[src/rtl/sm_cmp_pkg.sv]
package sm_cmp_pkg;

    typedef enum logic {
        CMP_SIGNED = 1'b0,
        CMP_RAW    = 1'b1
    } cmp_mode_e;

    typedef struct packed {
        logic gt;
        logic lt;
        logic eq;
    } order_flags_t;

    function automatic order_flags_t flags_from_run(input logic above, input logic below);
        order_flags_t f;
        f.gt = above;
        f.lt = below;
        f.eq = ~(above | below);
        return f;
    endfunction

endpackage

[src/rtl/sm_key_map.sv]
module sm_key_map #(
    parameter int N = 8
) (
    input  logic [N-1:0] operand,
    output logic [N-1:0] key
);
    localparam int MAG_W = N - 1;

    logic             sign_bit;
    logic [MAG_W-1:0] mag;
    logic             mag_zero;

    assign sign_bit = operand[N-1];
    assign mag      = operand[MAG_W-1:0];
    assign mag_zero = ~|mag;

    // Positives move to the upper half, and negatives have their magnitude
    // mirrored. Both zeros land on the single key that sits between them.
    always_comb begin
        if (mag_zero) begin
            key = {1'b1, {MAG_W{1'b0}}};
        end else begin
            key = {~sign_bit, mag ^ {MAG_W{sign_bit}}};
        end
    end
endmodule

[src/rtl/sm_ucmp.sv]
module sm_ucmp #(
    parameter int W = 8
) (
    input  logic [W-1:0] lhs,
    input  logic [W-1:0] rhs,
    output logic         above,
    output logic         below
);
    // Scan from the MSB downward. The first differing bit decides.
    logic [W:0] above_run;
    logic [W:0] below_run;

    assign above_run[W] = 1'b0;
    assign below_run[W] = 1'b0;

    for (genvar i = W - 1; i >= 0; i--) begin : g_bit
        logic undecided;
        assign undecided    = ~(above_run[i+1] | below_run[i+1]);
        assign above_run[i] = above_run[i+1] | (undecided & lhs[i] & ~rhs[i]);
        assign below_run[i] = below_run[i+1] | (undecided & ~lhs[i] & rhs[i]);
    end

    assign above = above_run[0];
    assign below = below_run[0];
endmodule

[src/rtl/sm_order_cmp.sv]
module sm_order_cmp
    import sm_cmp_pkg::*;
#(
    parameter int N = 8
) (
    input  logic [N-1:0] op_a,
    input  logic [N-1:0] op_b,
    input  logic         raw_mode,
    output logic         gt,
    output logic         lt,
    output logic         eq
);
    logic [N-1:0] key_a;
    logic [N-1:0] key_b;
    logic [N-1:0] sel_a;
    logic [N-1:0] sel_b;
    logic         above;
    logic         below;
    cmp_mode_e    mode;
    order_flags_t flags;

    sm_key_map #(.N(N)) u_key_a (.operand(op_a), .key(key_a));
    sm_key_map #(.N(N)) u_key_b (.operand(op_b), .key(key_b));

    assign mode  = cmp_mode_e'(raw_mode);
    assign sel_a = (mode == CMP_RAW) ? op_a : key_a;
    assign sel_b = (mode == CMP_RAW) ? op_b : key_b;

    sm_ucmp #(.W(N)) u_ucmp (
        .lhs   (sel_a),
        .rhs   (sel_b),
        .above (above),
        .below (below)
    );

    assign flags = flags_from_run(above, below);
    assign gt    = flags.gt;
    assign lt    = flags.lt;
    assign eq    = flags.eq;
endmodule

[config.mk]
export PLATFORM = sky130hd
export DESIGN_NAME = sm_order_cmp
export DESIGN_NICKNAME = d
export VERILOG_FILES = /design/src/rtl/sm_cmp_pkg.sv /design/src/rtl/sm_key_map.sv /design/src/rtl/sm_ucmp.sv /design/src/rtl/sm_order_cmp.sv
export SDC_FILE = /design/constraint.sdc
export NUM_CORES = 1
export LEC_CHECK = 0
export CAP_MARGIN = 30
export CORE_MARGIN = 3
export CORE_UTILIZATION = 53
export DETAILED_ROUTE_END_ITERATION = 16
export GPL_TIMING_DRIVEN = 0
export PLACE_DENSITY_LB_ADDON = 0.1
export SETUP_SLACK_MARGIN = 0.15
export SLEW_MARGIN = 30
export SYNTH_ARGS = -nofsm -noshare
export SYNTH_HDL_FRONTEND = slang
export SYNTH_SLANG_ARGS = --single-unit
[constraint.sdc]
create_clock -name vclk -period 5.05
set_input_delay 1.2625 -clock vclk [all_inputs]
set_output_delay 1.2625 -clock vclk [all_outputs]
set_load 0.1 [all_outputs]
==> out/results.tsv, run 1 <==
metric	value	unit
arrival time of data at the critical path endpoint	3.64	ns
class of the tightest hold or removal check	in2out	
chip height	44.8	microns
RSZ-0062 raised after global routing	no	
Clock power frac	0	%
count of max-cap constraint violations	0	
internal power summed over all cells	0.0675	mW
hold-fix buffer count after cts	0	
Hold Path Origin	op_a[0]	
Seq Cell Count	0	
number of DRC violations after detailed routing	0	
Worst Hold Endpoint	eq	
final setup slack of the worst path	0.152	ns
Cell Count, Final, Fillers Out	163	
routability-driven placement congestion ratio	0.822	
post-DP HPWL	1760	microns
synthesized-area fraction occupied by and/or/nand/nor cells	31.9	%
Die Area	0.00201	sq mm
Seq. cell area	0	sq um
Post-Route Hold Slack	3.34	ns
category of the worst setup path launch point	input pin	
final instance area	0.00120	sq mm
dominant combinational cell family by area after synthesis	compound AO/OA/AOI/OAI gates	
Pre-Repair DR Iteration Count	6	
crit share post-route	97.0	%
via count of the first global-routing pass	1043	
area added between synthesis and finish	50.4	%
largest fanout on the critical path	5	
minimum period implied by the final worst setup slack	4.90	ns
post-synthesis net count	141	
global-route wire length before repair	4860	microns
Max IR drop VDD	0.0000820	V
cell area after synthesis	800	sq um
overflow left after global routing	0	
Worst Path Required	3.79	ns
drt initial violations	79	
share of cells above drive strength 1	35.8	%
total negative slack	0	ns
largest cells by area after synthesis	xnor2_1 (8.8%), o21ai_0 (5.0%), o211ai_1 (4.7%)	
Cells after Synth	122	
routed length per placed instance	20.8	microns
layout filler cell count	71	
portion of synthesized cell area occupied by the leading cell type	8.76	%
cell count of the worst hold path	6	
number of setup violations in the final report	0	
Port Buf Inserts	16	
dominant cell type by area after synthesis	xnor2_1	
pin count of the biggest net entering global routing	11	
most numerous cell types in the synthesized netlist	nand2_1 (8), nor2_1 (8), o21ai_0 (8), xnor2_1 (8)	
overall die width	44.8	microns
number of distinct standard cells referenced by the synthesized netlist	43	
fraction of the yosys area taken by sequential cells	0	%
YS warnings	0	
Pwr Density	145	mW/mm^2
I/O pin cnt	20	
number of antenna-violating nets in the routed design	0	
Core Util, Final	89.1	%
CP Capture Type	output port	
critical path type	in2out	
Switch Pwr	0.107	mW
result of the run	finished, final reports clean	
fraction of power spent switching nets	61.2	%
number of core rows	13	
fraction of the mapped netlist area in compound gates	43.3	%
GRT Resource Usage Total	31.8	%
Comb pwr share	100.0	%
post-route total power	0.174	mW
Worst Tran Pin Value	0.608	ns
count of clock-net buffers in the final layout	0	
via density per instance	7.18	
placed cell area	986	sq um
Max Fclk	0.204	GHz
post-synthesis share of cell area spent on full adders, half adders and majority gates	5.63	%
routed wire length	3400	microns
worst slew slack as a fraction of its limit	59.5	%
net count reported at finish	169	
xor/xnor share of the synthesized area	8.76	%
multiplexer share of the synthesized area	1.25	%
initial antenna violation count	0	
Final Hold Vio Count	0	
average cell area after synthesis	6.55	sq um
initial core utilization	59.2	%
count of inserted antenna diode cells	0	
number of placed cells counting well taps	153	
vias post-DR	1170	
leak pwr	0.485	nW
setup slack after placement	-1.36	ns
Std-Cell Core Area	0.00135	sq mm
Reg power frac	0	%
max-slew violations	0	
-- placed cells by master (no fill, tap or decap), types with 2 or more instances in the layout --
cell type / netlist / final
a21oi_1: 3 / 2
nand2_1: 8 / 7
o2111ai_1: 2 / 2
buf_2: 1 / 2
buf_12: 0 / 2
o21ai_0: 8 / 7
o21ai_1: 7 / 6
buf_6: 1 / 4
inv_1: 7 / 7
clkdlybuf4s15_1: 0 / 3
buf_4: 0 / 11
dlymetal6s2s_1: 0 / 2
nor2b_1: 4 / 2
nand2b_1: 3 / 3
nor2_1: 8 / 8
clkbuf_2: 0 / 3
a221o_1: 3 / 2
a21oi_2: 1 / 2
a21o_1: 3 / 3
xnor2_1: 8 / 8
or4_4: 3 / 3
o211ai_1: 5 / 5
nand3_1: 6 / 5
or3_1: 2 / 2
maj3_1: 2 / 2
nor3_1: 5 / 4
dlygate4sd2_1: 0 / 2
clkbuf_1: 7 / 3
-- how the worst max path moves through the flow --
stage	startpoint	endpoint	depth (start not counted)
after floorplan	op_b[2]	lt	9
after global placement	op_a[5]	eq	9
after detailed placement	op_a[5]	eq	9
after CTS	op_a[5]	eq	9
after global routing	op_a[0]	eq	10
final	op_b[6]	eq	10
-- layer usage --
| layer | wire (microns) | vias to the layer above | global-route usage [%] |
|---|---|---|---|
| li1 | - | 508 | - |
| met1 | 1250 | 524 | 41.1 |
| met2 | 1550 | 117 | 54.4 |
| met3 | 417 | 21 | 3.98 |
| met4 | 177 | 0 | 10.5 |
| met5 | 0 | - | 0 |
-- critical path, cell delays in order --
cell           delay (ns)
dlygate4sd2_1        0.31
or4_4                0.47
o21ai_4              0.15
buf_4                0.15
nor3b_1              0.05
o311ai_0             0.35
nand3_1              0.22
o21ai_1              0.23
and3b_2              0.26
buf_12               0.17
-- layout make-up --
cell class | count | area (sq um) | share of cell area, %
plain buffers | 9 | 58.8 | 4.89
inverters | 8 | 30.0 | 2.50
multi-input cells | 105 | 845 | 70.2
well taps | 15 | 18.8 | 1.56
repair buffers | 26 | 250 | 20.8
-- power groups by stage --
stage               clock, mW  sequential [mW]  combinational [mW]
floorplan                   0                0              0.0992
global placement            0                0               0.130
detailed placement          0                0               0.134
CTS                         0                0               0.156
global route                0                0               0.182
finish                      0                0               0.174
-- repair_timing --
action / 4_1_cts / 5_1_grt
buffers inserted: 7 / 3
pin swaps: 11 / 12
endpoints found under the setup margin: 3 / 3
cloned: 0 / 0
resized for setup: 67 / 25
-- cells by family after synthesis --
logic type               after synthesis
adder cells (fa/ha/maj)                4
AND/OR/NAND/NOR                       46
buffers and inverters                 17
multiplexers                           1
AO/OA/AOI/OAI                         46
XOR/XNOR                               8
(Power assumes the default switching activity.)
==> inputs of run 2 (changes only) <==
--- a/config.mk
+++ b/config.mk
@@ -10,7 +10,7 @@
 export CORE_UTILIZATION = 53
 export DETAILED_ROUTE_END_ITERATION = 16
 export GPL_TIMING_DRIVEN = 0
-export PLACE_DENSITY_LB_ADDON = 0.1
+export PLACE_DENSITY = 0.85
 export SETUP_SLACK_MARGIN = 0.15
 export SLEW_MARGIN = 30
 export SYNTH_ARGS = -nofsm -noshare
==> run 2 against run 1 <==
  * Global-route usage shrank 2.9 points
  * Combinational power about the same
  * Flip-flop and latch count unchanged
  * Largest cell class unchanged
  * First-iteration DRC count is 63% higher
  * Setup slack got worse by 0.097 ns
==> out/results.tsv, run 2 (same netlist as run 1, synthesis figures left out) <==
metric	value	unit	change
Max IR drop VDD	0.0000773	V	-5.8%
category of the worst setup path launch point	input pin		
max-slew violations	0		unchanged
routability-driven placement congestion ratio	0.839		+2.2%
Max Fclk	0.200	GHz	-1.9%
arrival time of data at the critical path endpoint	3.73	ns	+0.09 ns
start point of the critical path	op_a[7]		
overall die width	44.8	microns	unchanged
count of max-cap constraint violations	0		unchanged
Seq. cell area	0	sq um	unchanged
worst slew slack as a fraction of its limit	57.0	%	-2.5 points
area added between synthesis and finish	50.2	%	
vias post-DR	1196		+2.2%
largest fanout on the critical path	7		+2
Pre-Repair DR Iteration Count	4		-2
post-DP HPWL	1720	microns	-2.5%
Seq Cell Count	0		unchanged
Critical Path, Cell by Cell	clkdlybuf4s50_1, nor2b_2, buf_6, o41ai_4, o21a_2, ha_4, inv_1, o31ai_4, nor3_1, and3b_2, buf_12		
net count reported at finish	172		+1.8%
pin count of the biggest net entering global routing	11		unchanged
cell count of the worst hold path	6		unchanged
global-route wire length before repair	4490	microns	-7.5%
I/O pin cnt	20		unchanged
chip height	44.8	microns	unchanged
Hold Path Origin	op_a[5]		
drt initial violations	129		+63%
final setup slack of the worst path	0.0543	ns	-0.0974 ns
commonest cells after routing, fill and taps aside	buf_4 (14), xnor2_1 (8), nor2_1 (8), o21ai_0 (8), nand2_1 (7)		
share of cells above drive strength 1	37.1	%	+1.3 points
Core Util, Final	89.0	%	-0.093 points
biggest cell delay along the critical path	0.56	ns	+0.09 ns
most frequent standard cell in the layout excluding fill and tap cells	buf_4		
Worst Hold Endpoint	eq		
count of clock-net buffers in the final layout	0		unchanged
Post-Route Hold Slack	3.38	ns	+0.0324 ns
GRT Resource Usage Total	29.0	%	-2.9 points
Crit-path slowest cell	clkdlybuf4s50_1		
Final Hold Vio Count	0		unchanged
routed length per placed instance	22.0	microns	+5.8%
Std-Cell Core Area	0.00135	sq mm	unchanged
CP Capture Type	output port		
minimum period implied by the final worst setup slack	5.00	ns	+0.0974 ns
count of inserted antenna diode cells	0		unchanged
crit share post-route	98.9	%	+1.9 points
class of the tightest hold or removal check	in2out		
Worst Path Required	3.79	ns	about the same
routed wire length	3660	microns	+7.8%
setup slack after placement	-1.37	ns	-0.00969 ns
layout filler cell count	70		-1.4%
Worst Tran Pin Value	0.645	ns	+0.0374 ns
number of core rows	13		unchanged
result of the run	finished, final reports clean		
number of antenna-violating nets in the routed design	0		unchanged
number of DRC violations after detailed routing	0		unchanged
Port Buf Inserts	16		unchanged
leak pwr	0.479	nW	-1.2%
RSZ-0062 raised after global routing	yes		
Pwr Density	147	mW/mm^2	+1.7%
initial antenna violation count	0		unchanged
via count of the first global-routing pass	1015		-2.7%
initial core utilization	59.2	%	unchanged
Die Area	0.00201	sq mm	unchanged
number of setup violations in the final report	0		unchanged
overflow left after global routing	0		unchanged
via density per instance	7.20		+0.37%
critical path type	in2out		
-- run 2: how the worst max path moves through the flow --
stage / cells past startpoint / end / slack (ns)
3_5_place_dp: 9 / eq / -1.37
5_1_grt: 10 / eq / -0.10
4_1_cts: 9 / eq / 0.04
6_report: 11 / eq / 0.05
2_1_floorplan: 9 / lt / 0.03
3_3_place_gp: 9 / eq / -1.33
-- run 2: critical path, delay by kind of cell --
family                     cells  cell delay, ns
buffers and inverters          4            0.96
adders and majority gates      1            0.30
and+or+nand+nor                3            0.60
AOI/OAI and AO/OA              3            0.62
-- run 2: area by class of cell --
class	count	area [sq um]	area share [%]
multi-input cells	105	836	69.6
repair buffers	29	256	21.4
plain buffers	9	60.1	5.00
inverters	8	30.0	2.50
well taps	15	18.8	1.56
-- run 2: through the flow --
stage | total power, mW | cell area (sq um) | instances | TNS (ns)
after floorplan | 0.0992 | 807 | 122 | 0
after global placement | 0.130 | 986 | 153 | -3.68
after detailed placement | 0.133 | 986 | 153 | -3.78
after CTS | 0.154 | 1110 | 159 | 0
after global routing | 0.186 | 1200 | 166 | -0.196
final | 0.177 | 1200 | 166 | 0
-- run 2: where the power goes --
group          internal [mW]  total [mW]  switching (mW)  leakage (nW)
combinational         0.0684       0.177           0.109         0.479
clock                      0           0               0             0
sequential                 0           0               0             0
total                 0.0684       0.177           0.109         0.479
-- run 2: metal layers --
layer / wire length [microns] / GRT usage [%]
met4: 225 / 4.09
met3: 409 / 0.797
met2: 1720 / 56.4
met1: 1300 / 35.6
met5: 0 / 0
-- run 2: repair_timing --
action                     4_1_cts  5_1_grt
pin swaps                       12       11
resized for setup               66       17
hold buffers                     0        0
setup endpoints to repair        3        3
buffers inserted                 6        7
==> inputs of run 3 (changes only) <==
--- a/config.mk
+++ b/config.mk
@@ -5,7 +5,7 @@
 export SDC_FILE = /design/constraint.sdc
 export NUM_CORES = 1
 export LEC_CHECK = 0
-export CAP_MARGIN = 30
+export CAP_MARGIN = 20
 export CORE_MARGIN = 3
 export CORE_UTILIZATION = 53
 export DETAILED_ROUTE_END_ITERATION = 16
==> results of run 3 <==
Same layout as run 2: the final DEF is identical, and so are final timing and power.
